$ cat src/rtl/pcu_pkg.sv
package pcu_pkg;
   typedef enum logic [1:0] {
      PH_OPC  = 2'd0,
      PH_ARG1 = 2'd1,
      PH_ARG2 = 2'd2,
      PH_PUSH = 2'd3
   } pcu_phase_e;

   typedef enum logic [1:0] {
      K_NONE = 2'd0,
      K_ABS  = 2'd1,
      K_CALL = 2'd2,
      K_LONG = 2'd3
   } pcu_kind_e;
endpackage

$ cat src/rtl/pcu_fetch.sv
module pcu_fetch #(
   parameter int ADDR_W = 16
) (
   input  logic              clk,
   input  logic              rst_n,
   input  logic              stall_i,
   input  logic              hold_i,
   input  logic              redirect_i,
   input  logic [ADDR_W-1:0] target_i,
   output logic [ADDR_W-1:0] addr_o,
   output logic              req_o,
   output logic              drop_o
);
   logic [ADDR_W-1:0] fa_q;
   logic              drop_q;

   always_ff @(posedge clk or negedge rst_n) begin
      if (!rst_n) begin
         fa_q   <= '0;
         drop_q <= 1'b0;
      end else if (!stall_i) begin
         drop_q <= redirect_i;
         if (redirect_i)
            fa_q <= target_i;
         else if (!hold_i)
            fa_q <= fa_q + ADDR_W'(1);
      end
   end

   assign addr_o = fa_q;
   assign req_o  = ~stall_i & ~hold_i;
   assign drop_o = drop_q;

   // sequential step wraps modulo 2^ADDR_W
   a_r2_seq_step : assert property (@(posedge clk) disable iff (!rst_n)
      (req_o && !redirect_i) |=> (addr_o == ADDR_W'($past(addr_o) + ADDR_W'(1))));
   // address frozen under stall
   a_r8_stall_hold : assert property (@(posedge clk) disable iff (!rst_n)
      stall_i |=> $stable(addr_o));
   // taken redirect shows up on the address next cycle
   a_r4_redirect_load : assert property (@(posedge clk) disable iff (!rst_n)
      (redirect_i && !stall_i) |=> (addr_o == $past(target_i)));
endmodule

$ cat src/rtl/pcu_target.sv
module pcu_target #(
   parameter int ADDR_W = 16,
   parameter int BYTE_W = 8,
   parameter int TAG_W  = 5,
   localparam int FIELD_W = BYTE_W - TAG_W,
   localparam int PAGE_W  = BYTE_W + FIELD_W,
   localparam int HI_W    = ADDR_W - PAGE_W
) (
   input  logic               sel_long_i,
   input  logic [HI_W-1:0]    hi_i,
   input  logic [FIELD_W-1:0] field_i,
   input  logic [BYTE_W-1:0]  lo_i,
   input  logic [BYTE_W-1:0]  arg1_i,
   input  logic [BYTE_W-1:0]  rdata_i,
   output logic [ADDR_W-1:0]  target_o
);
   logic [ADDR_W-1:0] abs_tgt;
   logic [ADDR_W-1:0] long_tgt;

   assign abs_tgt  = {hi_i, field_i, lo_i};
   assign long_tgt = {arg1_i, rdata_i};
   assign target_o = sel_long_i ? long_tgt : abs_tgt;
endmodule

$ cat src/rtl/pcu_decode.sv
module pcu_decode
   import pcu_pkg::*;
#(
   parameter int ADDR_W  = 16,
   parameter int BYTE_W  = 8,
   parameter int TAG_W   = 5,
   parameter bit CALL_EN = 1'b1,
   parameter logic [TAG_W-1:0]  ABS_TAG  = 5'b00001,
   parameter logic [TAG_W-1:0]  CALL_TAG = 5'b10001,
   parameter logic [BYTE_W-1:0] LONG_OPC = 8'h02,
   localparam int FIELD_W = BYTE_W - TAG_W,
   localparam int PAGE_W  = BYTE_W + FIELD_W,
   localparam int HI_W    = ADDR_W - PAGE_W
) (
   input  logic               clk,
   input  logic               rst_n,
   input  logic               stall_i,
   input  logic               rvalid_i,
   input  logic [BYTE_W-1:0]  rdata_i,
   input  logic               drop_i,
   input  logic [ADDR_W-1:0]  target_i,
   output logic               redirect_o,
   output logic               sel_long_o,
   output logic [HI_W-1:0]    hi_o,
   output logic [FIELD_W-1:0] field_o,
   output logic [BYTE_W-1:0]  lo_o,
   output logic [BYTE_W-1:0]  arg1_o,
   output logic               hold_o,
   output logic               push_valid_o,
   output logic [ADDR_W-1:0]  push_addr_o
);
   pcu_phase_e        phase_q;
   pcu_kind_e         kind_q, kind_nx;
   logic [BYTE_W-1:0] op_q, arg1_q;
   logic [ADDR_W-1:0] ret_q, ia_q;
   logic              is_abs, is_call, is_long, consume;

   assign is_abs  = (rdata_i[TAG_W-1:0] == ABS_TAG);
   assign is_long = (rdata_i == LONG_OPC);

   generate
      if (CALL_EN) begin : g_call
         assign is_call = (rdata_i[TAG_W-1:0] == CALL_TAG);
      end else begin : g_nocall
         assign is_call = 1'b0;
      end
   endgenerate

   always_comb begin
      if (is_long)      kind_nx = K_LONG;
      else if (is_abs)  kind_nx = K_ABS;
      else if (is_call) kind_nx = K_CALL;
      else              kind_nx = K_NONE;
   end

   assign consume    = rvalid_i & ~drop_i & (phase_q != PH_PUSH);
   assign redirect_o = (phase_q == PH_PUSH)
                     | (consume & (phase_q == PH_ARG2))
                     | (consume & (phase_q == PH_ARG1) & (kind_q == K_ABS));
   assign sel_long_o   = (phase_q == PH_ARG2);
   assign hi_o         = ret_q[ADDR_W-1:PAGE_W];
   assign field_o      = op_q[BYTE_W-1:TAG_W];
   assign lo_o         = (phase_q == PH_PUSH) ? arg1_q : rdata_i;
   assign arg1_o       = arg1_q;
   assign hold_o       = (phase_q == PH_PUSH);
   assign push_valid_o = hold_o & ~stall_i;
   assign push_addr_o  = ret_q;

   always_ff @(posedge clk or negedge rst_n) begin
      if (!rst_n) begin
         phase_q <= PH_OPC;
         kind_q  <= K_NONE;
         op_q    <= '0;
         arg1_q  <= '0;
         ret_q   <= '0;
         ia_q    <= '0;
      end else if (!stall_i) begin
         case (phase_q)
            PH_OPC: if (consume) begin
               op_q   <= rdata_i;
               ret_q  <= ia_q + ADDR_W'(2);
               ia_q   <= ia_q + ADDR_W'(1);
               kind_q <= kind_nx;
               if (kind_nx != K_NONE) phase_q <= PH_ARG1;
            end
            PH_ARG1: if (consume) begin
               arg1_q <= rdata_i;
               ia_q   <= ia_q + ADDR_W'(1);
               case (kind_q)
                  K_CALL:  phase_q <= PH_PUSH;
                  K_LONG:  phase_q <= PH_ARG2;
                  default: phase_q <= PH_OPC;
               endcase
            end
            PH_ARG2: if (consume) phase_q <= PH_OPC;
            default: phase_q <= PH_OPC;
         endcase
         if (redirect_o) ia_q <= target_i;
      end
   end

   // call return slot lasts one cycle
   a_r5_push_single : assert property (@(posedge clk) disable iff (!rst_n)
      push_valid_o |=> !push_valid_o);
   // return address equals the byte stream position after the call
   a_r5_ret_addr : assert property (@(posedge clk) disable iff (!rst_n)
      hold_o |-> (push_addr_o == ia_q));
   // the byte arriving after a taken redirect is never parsed
   a_r7_drop_after_redirect : assert property (@(posedge clk) disable iff (!rst_n)
      (redirect_o && !stall_i) |=> !consume);
endmodule

$ cat src/rtl/pc_jump_unit.sv
module pc_jump_unit
   import pcu_pkg::*;
#(
   parameter int ADDR_W  = 16,
   parameter int BYTE_W  = 8,
   parameter int TAG_W   = 5,
   parameter bit CALL_EN = 1'b1,
   parameter logic [TAG_W-1:0]  ABS_TAG  = 5'b00001,
   parameter logic [TAG_W-1:0]  CALL_TAG = 5'b10001,
   parameter logic [BYTE_W-1:0] LONG_OPC = 8'h02
) (
   input  logic              clk,
   input  logic              rst_n,
   input  logic              stall_i,
   output logic [ADDR_W-1:0] code_addr_o,
   output logic              code_req_o,
   input  logic [BYTE_W-1:0] code_rdata_i,
   input  logic              code_rvalid_i,
   output logic              push_valid_o,
   output logic [ADDR_W-1:0] push_addr_o
);
   localparam int FIELD_W = BYTE_W - TAG_W;
   localparam int PAGE_W  = BYTE_W + FIELD_W;
   localparam int HI_W    = ADDR_W - PAGE_W;

   generate
      if (ADDR_W != 2 * BYTE_W) begin : g_bad_long
         $error("pc_jump_unit: long jump needs ADDR_W == 2*BYTE_W");
      end
      if (TAG_W >= BYTE_W || TAG_W < 1) begin : g_bad_tag
         $error("pc_jump_unit: TAG_W must lie in 1..BYTE_W-1");
      end
      if (HI_W < 1) begin : g_bad_page
         $error("pc_jump_unit: page field leaves no upper address bits");
      end
      if (CALL_EN && ABS_TAG == CALL_TAG) begin : g_bad_codes
         $error("pc_jump_unit: jump and call tags must differ");
      end
   endgenerate

   logic               redirect, sel_long, hold, drop;
   logic [HI_W-1:0]    hi;
   logic [FIELD_W-1:0] field;
   logic [BYTE_W-1:0]  lo, arg1;
   logic [ADDR_W-1:0]  target;

   pcu_fetch #(.ADDR_W(ADDR_W)) u_fetch (
      .clk(clk), .rst_n(rst_n), .stall_i(stall_i), .hold_i(hold),
      .redirect_i(redirect), .target_i(target),
      .addr_o(code_addr_o), .req_o(code_req_o), .drop_o(drop)
   );

   pcu_decode #(
      .ADDR_W(ADDR_W), .BYTE_W(BYTE_W), .TAG_W(TAG_W), .CALL_EN(CALL_EN),
      .ABS_TAG(ABS_TAG), .CALL_TAG(CALL_TAG), .LONG_OPC(LONG_OPC)
   ) u_decode (
      .clk(clk), .rst_n(rst_n), .stall_i(stall_i),
      .rvalid_i(code_rvalid_i), .rdata_i(code_rdata_i), .drop_i(drop),
      .target_i(target), .redirect_o(redirect), .sel_long_o(sel_long),
      .hi_o(hi), .field_o(field), .lo_o(lo), .arg1_o(arg1), .hold_o(hold),
      .push_valid_o(push_valid_o), .push_addr_o(push_addr_o)
   );

   pcu_target #(.ADDR_W(ADDR_W), .BYTE_W(BYTE_W), .TAG_W(TAG_W)) u_target (
      .sel_long_i(sel_long), .hi_i(hi), .field_i(field), .lo_i(lo),
      .arg1_i(arg1), .rdata_i(code_rdata_i), .target_o(target)
   );

   // no request and no push while stalled
   a_r8_quiet_in_stall : assert property (@(posedge clk) disable iff (!rst_n)
      stall_i |-> (!code_req_o && !push_valid_o));
   // the push cycle issues no fetch and the target follows
   a_r5_push_then_target : assert property (@(posedge clk) disable iff (!rst_n)
      push_valid_o |-> !code_req_o);
endmodule

$ cat config.mk
export PLATFORM = sky130hd
export DESIGN_NAME = pc_jump_unit
export DESIGN_NICKNAME = d
export VERILOG_FILES = /design/src/rtl/pcu_pkg.sv /design/src/rtl/pcu_fetch.sv /design/src/rtl/pcu_target.sv /design/src/rtl/pcu_decode.sv /design/src/rtl/pc_jump_unit.sv
export SDC_FILE = /design/constraint.sdc
export NUM_CORES = 1
export LEC_CHECK = 0
export BUFFER_PORTS_ARGS = -buffer_cell sky130_fd_sc_hd__buf_2
export CAP_MARGIN = 0
export CELL_PAD_IN_SITES_DETAIL_PLACEMENT = 0
export CELL_PAD_IN_SITES_GLOBAL_PLACEMENT = 1
export CORE_MARGIN = 1
export CORE_UTILIZATION = 41
export DETAILED_ROUTE_END_ITERATION = 10
export PLACE_DENSITY_LB_ADDON = 0.1
export SYNTH_ARGS = -nofsm -noshare
export SYNTH_HDL_FRONTEND = slang
export SYNTH_HIERARCHICAL = 1
export SYNTH_SLANG_ARGS = --single-unit
export TNS_END_PERCENT = 100
$ cat constraint.sdc
create_clock -name clk -period 1.98 [get_ports clk]
set_input_delay 0.099 -clock clk [delete_from_list [all_inputs] [get_ports clk]]
set_output_delay 0.099 -clock clk [all_outputs]
set_load 0.03 [all_outputs]
Yosys cells after proc, flatten, opt, wreduce, memory -nomap -nowiden
Index checks and enable logic that the tools add are counted.
{ "op_classes": {"n_bitwise": 12, "reduce_logical": 10, "addsub": 3, "eq_ne": 15, "order_cmp": 0, "n_mux": 16, "n_div": 0, "multipliers": 0, "shift": 0} }
{ "ops": {"columns": ["operator", "n"], "rows": [
  ["2-to-1 mux 16 bit", 6],
  ["adder 16 x 1 -> 16 bit (second input constant)", 2],
  ["adder 16 x 2 -> 16 bit (second input constant)", 1],
  ["2-to-1 mux 2 bit", 7],
  ["AND reduction 3 bit", 3],
  ["equality test 2 bit (second input constant)", 4],
  ["equality test 8 x 2 -> 1 bit (second input constant)", 1],
  ["2-to-1 mux 8 bit", 1],
  ["bitwise AND 1 bit", 7],
  ["!= test 2 x 1 -> 1 bit (second input constant)", 3],
  ["!= test 2 bit (second input constant)", 3],
  ["one-hot mux 2 bit (3 select lines)", 1],
  ["nonzero test 2 bit", 3],
  ["equality test 5 x 1 -> 1 bit (second input constant)", 1],
  ["equality test 5 bit (second input constant)", 1],
  ["AND reduction 5 bit", 1],
  ["equality test 2 x 1 -> 1 bit (second input constant)", 2],
  ["one-hot mux 2 bit (2 select lines)", 1],
  ["inverter 1 bit", 3],
  ["zero test 2 bit", 1],
  ["OR 1 bit", 2],
  ["AND reduction 2 bit", 1],
  ["OR reduction 2 bit", 1]
]} }
{ "word_totals": {"word_cells": 64, "latch_bits": 0, "ram_bits": 0, "mem_count": 0, "reg_bits": 69, "rom_bits": 0, "in_bits": 12, "out_inout_bits": 34} }

Logic depth before layout (Yosys ltp)
Gate-level depths: netlist of the first run.
{ "depth": {"ltp_word": 8, "depth_mapped": 10, "depth_no_buf": 7} }

Cells and area by module
The synthesis of the first run kept the hierarchy.
{ "modules_own_cells": {"columns": ["module", "area_per_inst_um2", "seq_area_each_um2", "cells_each", "n_inst"], "rows": [
  ["pcu_decode", 2690.1, 1176.1, 277, 1],
  ["pcu_fetch", 1146.1, 425.4, 133, 1],
  ["pcu_target", 249.0, 0.0, 18, 1]
]} }

Worst setup path before layout of the first run
Ideal clock, no wire load.
{ "synth_path": {"path_kind": "reg2reg", "from": "reg u_decode.phase_q[0]", "to": "reg u_fetch.fa_q[7], in the netlist u_fetch/addr_o[7]", "path_stages_with_launch": 9, "t_arrival_ps": 1887, "period_less_slack_ps": 1960, "required_ps": 1906, "setup_time_ps": 74, "path_slack_ps": 20, "path_buffers": 3, "cell_sequence": "dfrtp_1 -> buf_4 -> nand2_2 -> clkbuf_1 -> inv_1 -> clkbuf_1 -> nor2_1 -> a311oi_1 -> nor2b_1"} }
{ "synth_via": {"elab_cells_between_ends": 15, "cone_classes": "eq/ne: 5; mux: 3; bitwise: 6; reduce/logical: 1"} }
{ "synth_lines": {"columns": ["item", "line", "source"], "rows": [
  ["from (decl)", "pcu_decode.sv:32", "pcu_phase_e phase_q;"],
  ["from (signal assigned)", "pcu_decode.sv:71", "phase_q <= PH_OPC;"],
  ["from (signal assigned)", "pcu_decode.sv:84", "if (kind_nx != K_NONE) phase_q <= PH_ARG1;"],
  ["from (signal assigned)", "pcu_decode.sv:90", "K_CALL: phase_q <= PH_PUSH;"],
  ["equality test 2 bit *", "pcu_decode.sv:65", "assign hold_o = (phase_q == PH_PUSH);"],
  ["named net hold", "pc_jump_unit.sv:41", "logic redirect, sel_long, hold, drop;"],
  ["OR 1 bit", "pcu_decode.sv:58", "| (consume & (phase_q == PH_ARG2))"],
  ["OR 1 bit", "pcu_decode.sv:59", "| (consume & (phase_q == PH_ARG1) & (kind_q == K_ABS));"],
  ["!= test 2 bit (no source line)", null, null],
  ["AND reduction 2 bit (no source line)", null, null],
  ["to (signal assigned)", "pcu_fetch.sv:24", "fa_q <= target_i;"],
  ["to (signal assigned)", "pcu_fetch.sv:26", "fa_q <= fa_q + ADDR_W'(1);"],
  ["to (decl)", "pcu_fetch.sv:14", "logic [ADDR_W-1:0] fa_q;"]
]} }
The timed path passes the listed nets; every way through them passes the cells marked *.
A chain may end at the register's enable or synchronous reset.

Worst setup path in the final report of the first run
{ "layout_path": {"from": "reg u_decode.phase_q[1]", "to": "reg u_decode.ia_q[4]"} }
{ "layout_via": {"elab_cells_between_ends": 18, "cone_classes": "eq/ne: 4; mux: 3; bitwise: 6; reduce/logical: 5"} }
{ "layout_lines": {"columns": ["item", "line", "source"], "rows": [
  ["equality test 2 bit", "pcu_decode.sv:63", "assign lo_o = (phase_q == PH_PUSH) ? arg1_q : rdata_i;"],
  ["2-to-1 mux 8 bit", "pcu_decode.sv:63", null],
  ["named net lo[4]", "pc_jump_unit.sv:44", "logic [BYTE_W-1:0] lo, arg1;"],
  ["2-to-1 mux 16 bit", "pcu_target.sv:22", "assign target_o = sel_long_i ? long_tgt : abs_tgt;"],
  ["named net target[4]", "pc_jump_unit.sv:45", "logic [ADDR_W-1:0] target;"],
  ["2-to-1 mux 16 bit", "pcu_decode.sv:98", "if (redirect_o) ia_q <= target_i;"],
  ["to (signal assigned)", "pcu_decode.sv:82", "ia_q <= ia_q + ADDR_W'(1);"],
  ["to (signal assigned)", "pcu_decode.sv:88", "ia_q <= ia_q + ADDR_W'(1);"],
  ["to (signal assigned)", "pcu_decode.sv:98", null],
  ["to (decl)", "pcu_decode.sv:35", "logic [ADDR_W-1:0] ret_q, ia_q;"]
]} }
The timed path passes the listed nets, and every way through them passes these cells.

==> flow_summary_export.csv, run 1 <==
group,metric,value,unit
outcome,status,"completed",
cts,htree_levels,3,
synth,synth_flop_cell,"dfrtp_1",
synth,ys_ff_latch,64,
cts,cts.sinks,64,
sta,min_period,1.87,ns
sta,slew-limit-headroom,0.655,
cts,tritoncts,"built",
cts,cts.reportedPaths.clkPinSlew,0.07,ns
layout,layout-drive-gt1-share,0.301,
sta,tightest_slew,0.517,ns
grt,grt_pass1_wl,17300,um
synth,ys_types,56,
die,boundaryPins,46,
grt,grt_pass1_vias,3213,
critical_path,crit_fanout,6,
drt,ant_nets,0,
synth,synth_edf_count,0,
sta,finalHoldViolations,0,
synth,seq_area_frac_synth,0.392,
job,maxCapViolCount,0,
synth,synth_area_per_cell,9.54,sq um
synth,ys_async_sr_fraction,1.00,
grt,grt_use_total,0.225,
placed_design,io_buffers,45,
die,die_h,102,um
critical_path,startpoint_type,"flip-flop",
layout,syn_to_final_growth,15.9,%
power,p_leak,1.97,nW
grt,antenna_found_initial,0,
synth,synth_area,4090,sq um
sta,fin_crit_sh,0.943,
drt,drcViolationCount,0,
sta,drv_slew,0,
grt,grt_util_met3,0.0287,
placed_design,routabilityCongestion,0.877,
critical_path,cp.arrival,2.09,ns
drt,post_drt_wl_per_cell,17.7,um
synth,syn_inst,428,
grt,met2_usage,0.331,
die,die-width,102,um
drt,drt_iter0_markers,155,
layout,fin_cells,621,
die,core_area,9730,sq um
synth,syn_nets,443,
die,row_count,36,
worst_hold_path,hold_path.class,"input port to flip-flop",
die,start_util,0.420,
power,p_per_area,1300,nW/um^2
grt,gr-total-overflow,0,
cts,cts_buffers,9,
critical_path,critical_path_class,"flip-flop to flip-flop",
sta,fmax,536,MHz
cts,clk_path_buf_depth,2,
sta,finalSetupTns,0,ns
drt,via_count,3425,
drt,viasPerCell,5.52,
sta,setup_viol,0,
sta,finClkSkew,0.0122,ns
layout,n_antenna_cell,0,
placed_design,dp.final_hpwl,8040,um
sta,rsz0062_at_grt,"false",
drt,wirelength,11000,um
synth,yosys_warnings,6,
grt,grt_max_degree,46,
power,vdd_drop_max,0.000601,V
layout,num-nets-final,498,
placed_design,dp.cells,603,
cts,worstSkewPairLatency,0.36,ns
die,fp.dieArea,10400,sq um
cts,cts-root-buf,"clkbuf_8",
critical_path,cp-end-kind,"flip-flop",
critical_path,critPathRequiredTime,2.21,ns
drt,drt-pass1-iter-count,4,
grt,grt_use_met1,0.329,
grt,grt.busiest_layer,"met2",
-- critical path: stages (launching register included) --
cell	delay, ns
dfrtp_1	0.46
nand2_2	0.17
buf_4	0.18
mux2_2	0.33
mux2_4	0.28
a21oi_1	0.20
o22ai_1	0.12
-- cell usage in the layout (no fill, tap or decap), types with 6 or more instances in the layout --
cell	n
a21oi_1	49
buf_2	45
buf_4	27
clkbuf_8	11
dfrtp_1	64
inv_1	11
mux2_2	27
mux2_4	10
mux2i_1	9
nand2_1	32
nand2b_1	6
nand3_1	15
nor2_1	43
nor3_1	9
o21ai_0	19
o22ai_1	8
xnor2_1	11
-- worst paths after layout --
path,cells past startpoint,to,slack [ns],startpoint
hold reg to reg,2,u_fetch/drop_o,0.49,u_fetch/drop_o
setup reg to reg,6,u_decode/ia_q[4],0.11,u_decode/phase_q[1]
max in group asynchronous,3,u_decode/ia_q[5],1.09,rst_n
setup / recovery,6,u_decode/ia_q[4],0.11,u_decode/phase_q[1]
hold / removal,2,u_decode/arg1_o[3],0.02,code_rdata_i[3]
min in group asynchronous,2,u_decode/arg1_o[5],0.26,rst_n
-- per-stage QoR --
stage | hold WS [ns] | util | total power [W] | setup slack, ns | area [sq um]
final | 0.0235 | 0.486 | 0.00614 | 0.113 | 4730
after global routing | 0.0265 | 0.486 | 0.00655 | 0.0136 | 4730
after CTS | 0.00465 | 0.484 | 0.00618 | 0.0944 | 4710
after detailed placement | 0.106 | 0.462 | 0.00498 | 0.125 | 4500
after global placement | 0.103 | 0.462 | 0.00495 | 0.150 | 4500
after floorplan | -0.197 | - | 0.00423 | 0.0195 | 4090
-- flip-flops by register name (all words and copies together) (netlist names) --
| name | count |
|---|---|
| u_decode/ia_q | 16 |
| u_decode/push_addr_o | 16 |
| u_fetch/addr_o | 16 |
| u_decode/arg1_o | 8 |
| u_decode/op_q | 3 |
| u_decode/kind_q | 2 |
| u_decode/phase_q | 2 |
| u_fetch/drop_o | 1 |
-- Yosys cell counts, types with 3 or more instances --
cell type / n / area share
a2bb2oi_1: 4 / 0.0086
nor2_1: 43 / 0.040
nand2b_1: 6 / 0.0092
nor4_2: 4 / 0.012
buf_2: 8 / 0.0098
nor4_1: 4 / 0.0061
o22ai_1: 8 / 0.012
clkbuf_1: 10 / 0.0092
mux2_4: 10 / 0.037
nor2b_1: 3 / 0.0046
dfrtp_1: 64 / 0.39
a311oi_1: 4 / 0.0086
nor3_1: 9 / 0.011
o21ai_1: 5 / 0.0061
buf_6: 4 / 0.011
o21ai_0: 19 / 0.023
inv_1: 11 / 0.010
ha_1: 3 / 0.0092
nor4_4: 3 / 0.016
a21oi_1: 49 / 0.060
nand4b_1: 3 / 0.0064
nand4_1: 5 / 0.0077
mux2_2: 27 / 0.074
nor3b_1: 5 / 0.0092
nand2_1: 32 / 0.029
mux2i_1: 9 / 0.022
nand3_4: 3 / 0.013
nand3_1: 15 / 0.018
buf_4: 8 / 0.015
xnor2_1: 11 / 0.024
-- report_power, final --
group          internal, W  switching [W]  total [W]
registers          0.00181       0.000653    0.00246
clock network     0.000647       0.000519    0.00117
logic              0.00100        0.00151    0.00251
total              0.00346        0.00268    0.00614
-- logic make-up after synthesis --
family | count (synthesis) | share of synthesized area
fa+ha+maj | 3 | 0.00919
compound gates | 108 | 0.158
flops | 64 | 0.392
xor+xnor | 13 | 0.0279
mux | 46 | 0.133
simple gates | 151 | 0.219
buf+inv | 43 | 0.0606
-- per-layer routing --
| metal | wire length [um] | vias up | share of wire |
|---|---|---|---|
| met2 | 4830 | 88 | 0.44 |
| met5 | 0 | - | 0 |
| li1 | - | 1660 | - |
| met4 | 267 | 0 | 0.024 |
| met1 | 5440 | 1660 | 0.50 |
| met3 | 433 | 17 | 0.039 |
-- final cells by class --
type,count,area [sq um]
fill,1002,5000
multi-input combinational,321,2250
sequential,64,1600
timing repair buffer,75,469
tap,133,166
clock buffer,13,159
inverter,12,45.0
clock inverter,3,40.0
-- what timing repair did --
item | 4_1_cts | 5_1_grt
buffers inserted | 0 | 1
resized for setup | 0 | 4
endpoints found under the setup margin | 0 | 4
hold endpoints to repair | 19 | 0
hold buffers | 1 | 0
Note: power is estimated with default switching activity, not from simulation.
==> inputs of run 2 (changes only) <==
--- a/config.mk
+++ b/config.mk
@@ -15,6 +15,5 @@
 export PLACE_DENSITY_LB_ADDON = 0.1
 export SYNTH_ARGS = -nofsm -noshare
 export SYNTH_HDL_FRONTEND = slang
-export SYNTH_HIERARCHICAL = 1
 export SYNTH_SLANG_ARGS = --single-unit
 export TNS_END_PERCENT = 100
==> run 2 against run 1 <==
Combinational power fell by 8.0%. Sequential power fell by 6%. Synthesized cell count fell by 4.9%. Cell count fell by 5.6%. Critical path depth fell by 1. Synthesized area fell by 5.8%. Via count fell by 1.5%. Utilization rose by 3.2 points. Worst hold slack got worse by 0.013 ns. Maximum frequency rose by 0.66%. Critical endpoint is now u_decode.ia_q[13]. Highest routed layer unchanged.
==> flow_summary_export.csv, run 2 <==
group,metric,value,unit
critical_path,critPathRequiredTime,2.19,ns
power,comb_power_share,0.398,
layout,num-nets-final,489,
synth,synth_flop_cell,"dfrtp_1",
sta,finalHoldViolations,0,
die,start_util,0.433,
power,p_int,0.00337,W
critical_path,reg2reg_slack,0.13,ns
die,die_h,98.9,um
critical_path,critical_path.top_delay_family,"simple AND/OR/NAND/NOR gates",
critical_path,crit_end,"u_decode.ia_q[13]",
critical_path,critPathBufInv,0,
synth,synth.area.top_cells,"dfrtp_1, mux2i_1, nand2_1, mux2_2, o21ai_0",
critical_path,crit_fanout,6,
job,maxCapViolCount,0,
drt,drt_iter0_markers,163,
sta,min_period,1.85,ns
cts,cts-root-buf,"clkbuf_8",
sta,setup_viol,0,
layout,layout_commonest_cell,"dfrtp_1",
synth,ys_ff_latch,64,
cts,worstSkewPairLatency,0.34,ns
power,p_sw,0.00245,W
sta,slew-limit-headroom,0.697,
synth,yosysTopAreaCellShare,0.416,
grt,grt_use_total,0.235,
placed_design,io_buffers,45,
critical_path,crit_start,"u_decode.ia_q[2]",
critical_path,cp-end-kind,"flip-flop",
grt,gr-total-overflow,0,
critical_path,rr_worst_depth,5,
synth,yosys_warnings,0,
critical_path,cp.arrival,2.07,ns
die,fp.dieArea,9770,sq um
layout,finalInstanceArea,4610,sq um
drt,drcViolationCount,0,
drt,wirelength,10800,um
die,boundaryPins,46,
layout,fin_util,0.518,
critical_path,worstReg2RegEnd,"u_decode.ia_q[13]",
die,die-width,98.9,um
power,vdd_drop_max,0.000621,V
synth,syn_nets,422,
synth,ys_async_sr_fraction,1.00,
synth,syn_inst,407,
critical_path,r2r_start,"u_decode.ia_q[2]",
synth,yosysMostFrequentCell,"dfrtp_1",
power,p_leak,2.11,nW
sta,tightest_slew,0.454,ns
critical_path,cp.depth,5,
layout,n_antenna_cell,0,
synth,ys_top_cells_by_count,"dfrtp_1, nand2_1, o21ai_0, mux2i_1, nor2_1",
layout,final_cell_mix,"dfrtp_1, nand2_1, buf_2",
power,p_seq_frac,0.397,
power,p_per_area,1260,nW/um^2
cts,cts.reportedPaths.clkPinSlew,0.07,ns
cts,cts.sinks,64,
placed_design,routabilityCongestion,0.819,
critical_path,critical_path_class,"flip-flop to flip-flop",
worst_hold_path,hold_path.class,"input port to flip-flop",
power,p_clk_frac,0.205,
die,core_area,8890,sq um
layout,layout-drive-gt1-share,0.280,
cts,cts_buffers,9,
sta,fin_crit_sh,0.937,
drt,ant_nets,0,
critical_path,cp_cell_sequence,"ha_1 > nand4_2 > or4_1 > o311ai_0 > nand3b_1",
sta,finalSetupTns,0,ns
synth,ys_types,60,
critical_path,startpoint_type,"flip-flop",
sta,rsz0062_at_grt,"false",
synth,seq_area_frac_synth,0.416,
critical_path,slowest_stage,"or4_1",
cts,tritoncts,"built",
cts,cts_setup_buffers,0,
sta,drv_slew,0,
synth,synth_edf_count,0,
power,switching_share,0.421,
critical_path,cpPeakStageDelay,0.52,ns
placed_design,dp.final_hpwl,7860,um
placed_design,dpl_cell_area,4370,sq um
sta,finClkSkew,0.0117,ns
grt,grt_pass1_vias,3166,
cts,htree_levels,3,
die,row_count,34,
cts,clk_path_buf_depth,2,
synth,synth_area,3850,sq um
drt,drt-pass1-iter-count,4,
drt,viasPerCell,5.75,
drt,post_drt_wl_per_cell,18.4,um
synth,yosys.area.top_type,"dfrtp_1",
outcome,status,"completed",
grt,antenna_found_initial,0,
sta,fmax,539,MHz
layout,syn_to_final_growth,19.7,%
synth,synth_area_per_cell,9.45,sq um
grt,grt_pass1_wl,17600,um
grt,grt_max_degree,37,
drt,via_count,3372,
-- run 2: routing by layer --
| metal | track usage | wire length (um) |
|---|---|---|
| met5 | 0 | 0 |
| met3 | 0.0270 | 420 |
| met2 | 0.375 | 5040 |
| met4 | 0.0654 | 110 |
| met1 | 0.338 | 5220 |
-- run 2: power groups by stage --
| stage | Clock (W) | Sequential, W | Combinational [W] |
|---|---|---|---|
| final | 0.00119 | 0.00231 | 0.00231 |
| after global routing | 0.00127 | 0.00238 | 0.00253 |
| after CTS | 0.00121 | 0.00230 | 0.00233 |
| after detailed placement | 0 | 0.00232 | 0.00232 |
| after global placement | 0 | 0.00230 | 0.00231 |
| after floorplan | 0 | 0.00274 | 0.00102 |
-- run 2: cells by family (layout without fill, tap and decap cells) --
| family | Yosys count | after routing | share of synthesized area |
|---|---|---|---|
| flops | 64 | 64 | 0.416 |
| fa+ha+maj | 3 | 3 | 0.00976 |
| simple gates | 157 | 157 | 0.214 |
| xor+xnor | 10 | 10 | 0.0228 |
| mux | 41 | 41 | 0.112 |
| compound gates | 95 | 95 | 0.172 |
| buf+inv | 37 | 108 | 0.0527 |
-- run 2: worst register-to-register path, stage by stage, from the launching register on --
cell      delay (ns)
dfrtp_1         0.43
ha_1            0.25
nand4_2         0.12
or4_1           0.52
o311ai_0        0.30
nand3b_1        0.11
-- run 2: worst min-delay path by stage --
stage                               to  slack, ns  depth (start not counted)       startpoint
detailed placement    u_decode.ia_q[3]       0.17                          2            rst_n
finish                u_decode.op_q[7]       0.01                          3  code_rdata_i[7]
floorplan           u_decode.arg1_o[0]      -0.20                          0            rst_n
CTS                   u_decode.op_q[5]      0.005                          3  code_rdata_i[5]
global placement      u_decode.ia_q[3]       0.17                          2            rst_n
global route          u_decode.op_q[5]       0.02                          3  code_rdata_i[5]
-- run 2: timing repair --
action                     CTS  global route
setup endpoints to repair    0             5
hold endpoints to repair    64             0
resized for setup            0             4
hold buffers                 1             0
-- run 2: through the flow --
step / cells / power (W) / setup WS, ns / hold WS (ns)
final: 586 / 0.00582 / 0.126 / 0.0108
after global routing: 586 / 0.00618 / 0.00888 / 0.0190
after CTS: 586 / 0.00584 / 0.0611 / 0.00547
after detailed placement: 570 / 0.00464 / 0.0835 / 0.174
after global placement: 570 / 0.00462 / 0.131 / 0.175
after floorplan: 407 / 0.00376 / 0.0506 / -0.197
-- run 2: final cells by class --
class / instances / area [sq um]
timing repair buffer: 86 / 561
fill: 834 / 4290
multi-input combinational: 306 / 2080
clock inverter: 3 / 40.0
tap: 108 / 135
sequential: 64 / 1600
inverter: 7 / 26.3
clock buffer: 12 / 165
==> inputs of run 3 (changes only) <==
--- a/config.mk
+++ b/config.mk
@@ -9,7 +9,7 @@
 export CAP_MARGIN = 0
 export CELL_PAD_IN_SITES_DETAIL_PLACEMENT = 0
 export CELL_PAD_IN_SITES_GLOBAL_PLACEMENT = 1
-export CORE_MARGIN = 1
+export CORE_MARGIN = 2
 export CORE_UTILIZATION = 41
 export DETAILED_ROUTE_END_ITERATION = 10
 export PLACE_DENSITY_LB_ADDON = 0.1
==> run 3 against run 2 <==
Clock power down 8%. Routed wire length increased by 1.3%. Cell area fell by 0.11%. Clock skew down 0.0024 ns. Sequential share of layout area hardly changed. First-iteration DRC count is 9.8% higher. Critical endpoint unchanged. Critical path depth did not move. Largest power group is now combinational cells. Power decreased by 1.4%. Combinational power about the same.
==> flow_summary_export.csv, run 3 (same netlist as run 2, synthesis figures left out) <==
group,metric,value,unit
layout,layout-drive-gt1-share,0.274,
die,die_h,101,um
grt,gr-total-overflow,0,
die,core_area,9150,sq um
grt,antenna_found_initial,0,
drt,drcViolationCount,0,
sta,fin_crit_sh,0.963,
critical_path,reg2reg_slack,0.07,ns
layout,fill_cells,874,
layout,n_antenna_cell,0,
cts,cts_buffers,9,
sta,min_period,1.91,ns
outcome,status,"completed",
critical_path,cp-end-kind,"flip-flop",
drt,via_count,3397,
sta,finClkSkew,0.00935,ns
drt,viasPerCell,5.77,
critical_path,worstReg2RegEnd,"u_decode.ia_q[13]",
drt,post_drt_wl_per_cell,18.6,um
die,fp.dieArea,10200,sq um
die,row_count,35,
layout,num-nets-final,488,
critical_path,critical_path_class,"flip-flop to flip-flop",
layout,final_cell_mix,"dfrtp_1, nand2_1, buf_2",
sta,tightest_slew,0.440,ns
layout,layout_commonest_cell,"dfrtp_1",
layout,fin_cells,589,
power,p_per_area,1250,nW/um^2
placed_design,place_ws,0.0935,ns
cts,cts.reportedPaths.clkPinSlew,0.07,ns
cts,cts.sinks,64,
cts,tritoncts,"built",
sta,hold_slack,0.00987,ns
sta,fmax,525,MHz
sta,finalHoldViolations,0,
cts,worstSkewPairLatency,0.34,ns
power,vdd_drop_max,0.000575,V
drt,drt-pass1-iter-count,4,
job,maxCapViolCount,0,
critical_path,startpoint_type,"flip-flop",
critical_path,r2r_start,"u_decode.ia_q[1]",
sta,drv_slew,0,
worst_hold_path,hold_path.class,"input port to flip-flop",
critical_path,cp_cell_sequence,"ha_1 > nand4_2 > or4_1 > o311ai_0 > nand3b_1",
worst_hold_path,whs_path_depth,3,
layout,syn_to_final_growth,19.6,%
die,start_util,0.420,
die,boundaryPins,46,
grt,grt_pass1_vias,3272,
drt,drt_iter0_markers,179,
die,die-width,101,um
grt,grt_pass1_wl,17900,um
cts,cts-root-buf,"clkbuf_8",
cts,clk_path_buf_depth,2,
sta,setup_viol,0,
placed_design,dp.final_hpwl,7940,um
critical_path,critPathRequiredTime,2.20,ns
drt,ant_nets,0,
cts,htree_levels,3,
placed_design,routabilityCongestion,0.853,
critical_path,cp.arrival,2.12,ns
critical_path,slowest_stage,"or4_1",
critical_path,rr_worst_depth,5,
critical_path,critPathBufInv,0,
grt,grt_use_total,0.228,
power,p_leak,2.10,nW
placed_design,dp.cells,572,
worst_hold_path,worstHoldStart,"code_rdata_i[7]",
critical_path,cpPeakStageDelay,0.54,ns
drt,wirelength,10900,um
sta,slew-limit-headroom,0.698,
critical_path,critical_path.top_delay_family,"simple AND/OR/NAND/NOR gates",
worst_hold_path,hold_path_end,"u_decode.op_q[7]",
grt,grt_max_degree,65,
critical_path,crit_fanout,5,
sta,setup_slack,0.0740,ns
placed_design,io_buffers,45,
## run 3: changes by cell type in the layout (fill, tap and decap cells not counted)
cell / before / now
a2111oi_0: 4 / 3
nand3_1: 12 / 13
clkinv_2: 2 / 3
buf_12: 2 / 4
buf_4: 38 / 35
nand3_2: 3 / 2
clkbuf_1: 0 / 3
a2111oi_1: 0 / 1
nand2b_2: 0 / 1
nand2b_1: 3 / 2
clkbuf_8: 12 / 9
## run 3: power by group
part | internal (W) | switching (W)
logic | 0.000902 | 0.00143
clock network | 0.000577 | 0.000516
registers | 0.00179 | 0.000525
total | 0.00327 | 0.00247
## run 3: area by class of cell
class / count / area, sq um / share of cell area
inverters: 7 / 26.3 / 0.00571
clock inverters: 4 / 45.0 / 0.00979
flip-flops and latches: 64 / 1600 / 0.348
clock buffers: 12 / 135 / 0.0294
multi-input cells: 306 / 2080 / 0.451
well taps: 111 / 139 / 0.0302
repair buffers: 85 / 578 / 0.126
## run 3: layer usage
metal,track usage,vias up,share of wire
met4,0.0569,0,0.012
met3,0.0305,12,0.036
li1,-,1650,-
met1,0.335,1658,0.50
met5,0,-,0
met2,0.354,77,0.45
## run 3: worst register-to-register path: stages (launching register included)
cell and delay (ns):
dfrtp_1 0.43, ha_1 0.29, nand4_2 0.13, or4_1 0.54, o311ai_0 0.29, nand3b_1 0.11
## run 3: through the flow
stage | total power [W] | area (sq um) | TNS [ns] | util
floorplan | 0.00376 | 3850 | 0 | -
global placement | 0.00462 | 4390 | 0 | 0.480
detailed placement | 0.00466 | 4390 | 0 | 0.480
CTS | 0.00577 | 4580 | 0 | 0.500
global route | 0.00613 | 4600 | -0.00789 | 0.503
finish | 0.00574 | 4600 | 0 | 0.503
## run 3: worst max-delay path by stage
stage,cells past startpoint,slack (ns),from,to
CTS,5,0.09,u_decode.ia_q[1],u_decode.push_addr_o[15]
detailed placement,5,0.09,u_decode.ia_q[1],u_decode.push_addr_o[15]
global route,5,-0.008,u_decode.ia_q[1],u_decode.ia_q[13]
global placement,5,0.16,u_decode.ia_q[1],u_decode.ia_q[13]
finish,5,0.07,u_decode.ia_q[1],u_decode.ia_q[13]
floorplan,4,0.05,u_fetch.addr_o[4],u_fetch.addr_o[13]
## run 3: timing repair
| item | in CTS | in global routing |
|---|---|---|
| hold buffers | 1 | 0 |
| endpoints found under the hold margin | 64 | 0 |
| resized for setup | 0 | 5 |
| buffers inserted | 0 | 0 |
| setup endpoints to repair | 0 | 3 |
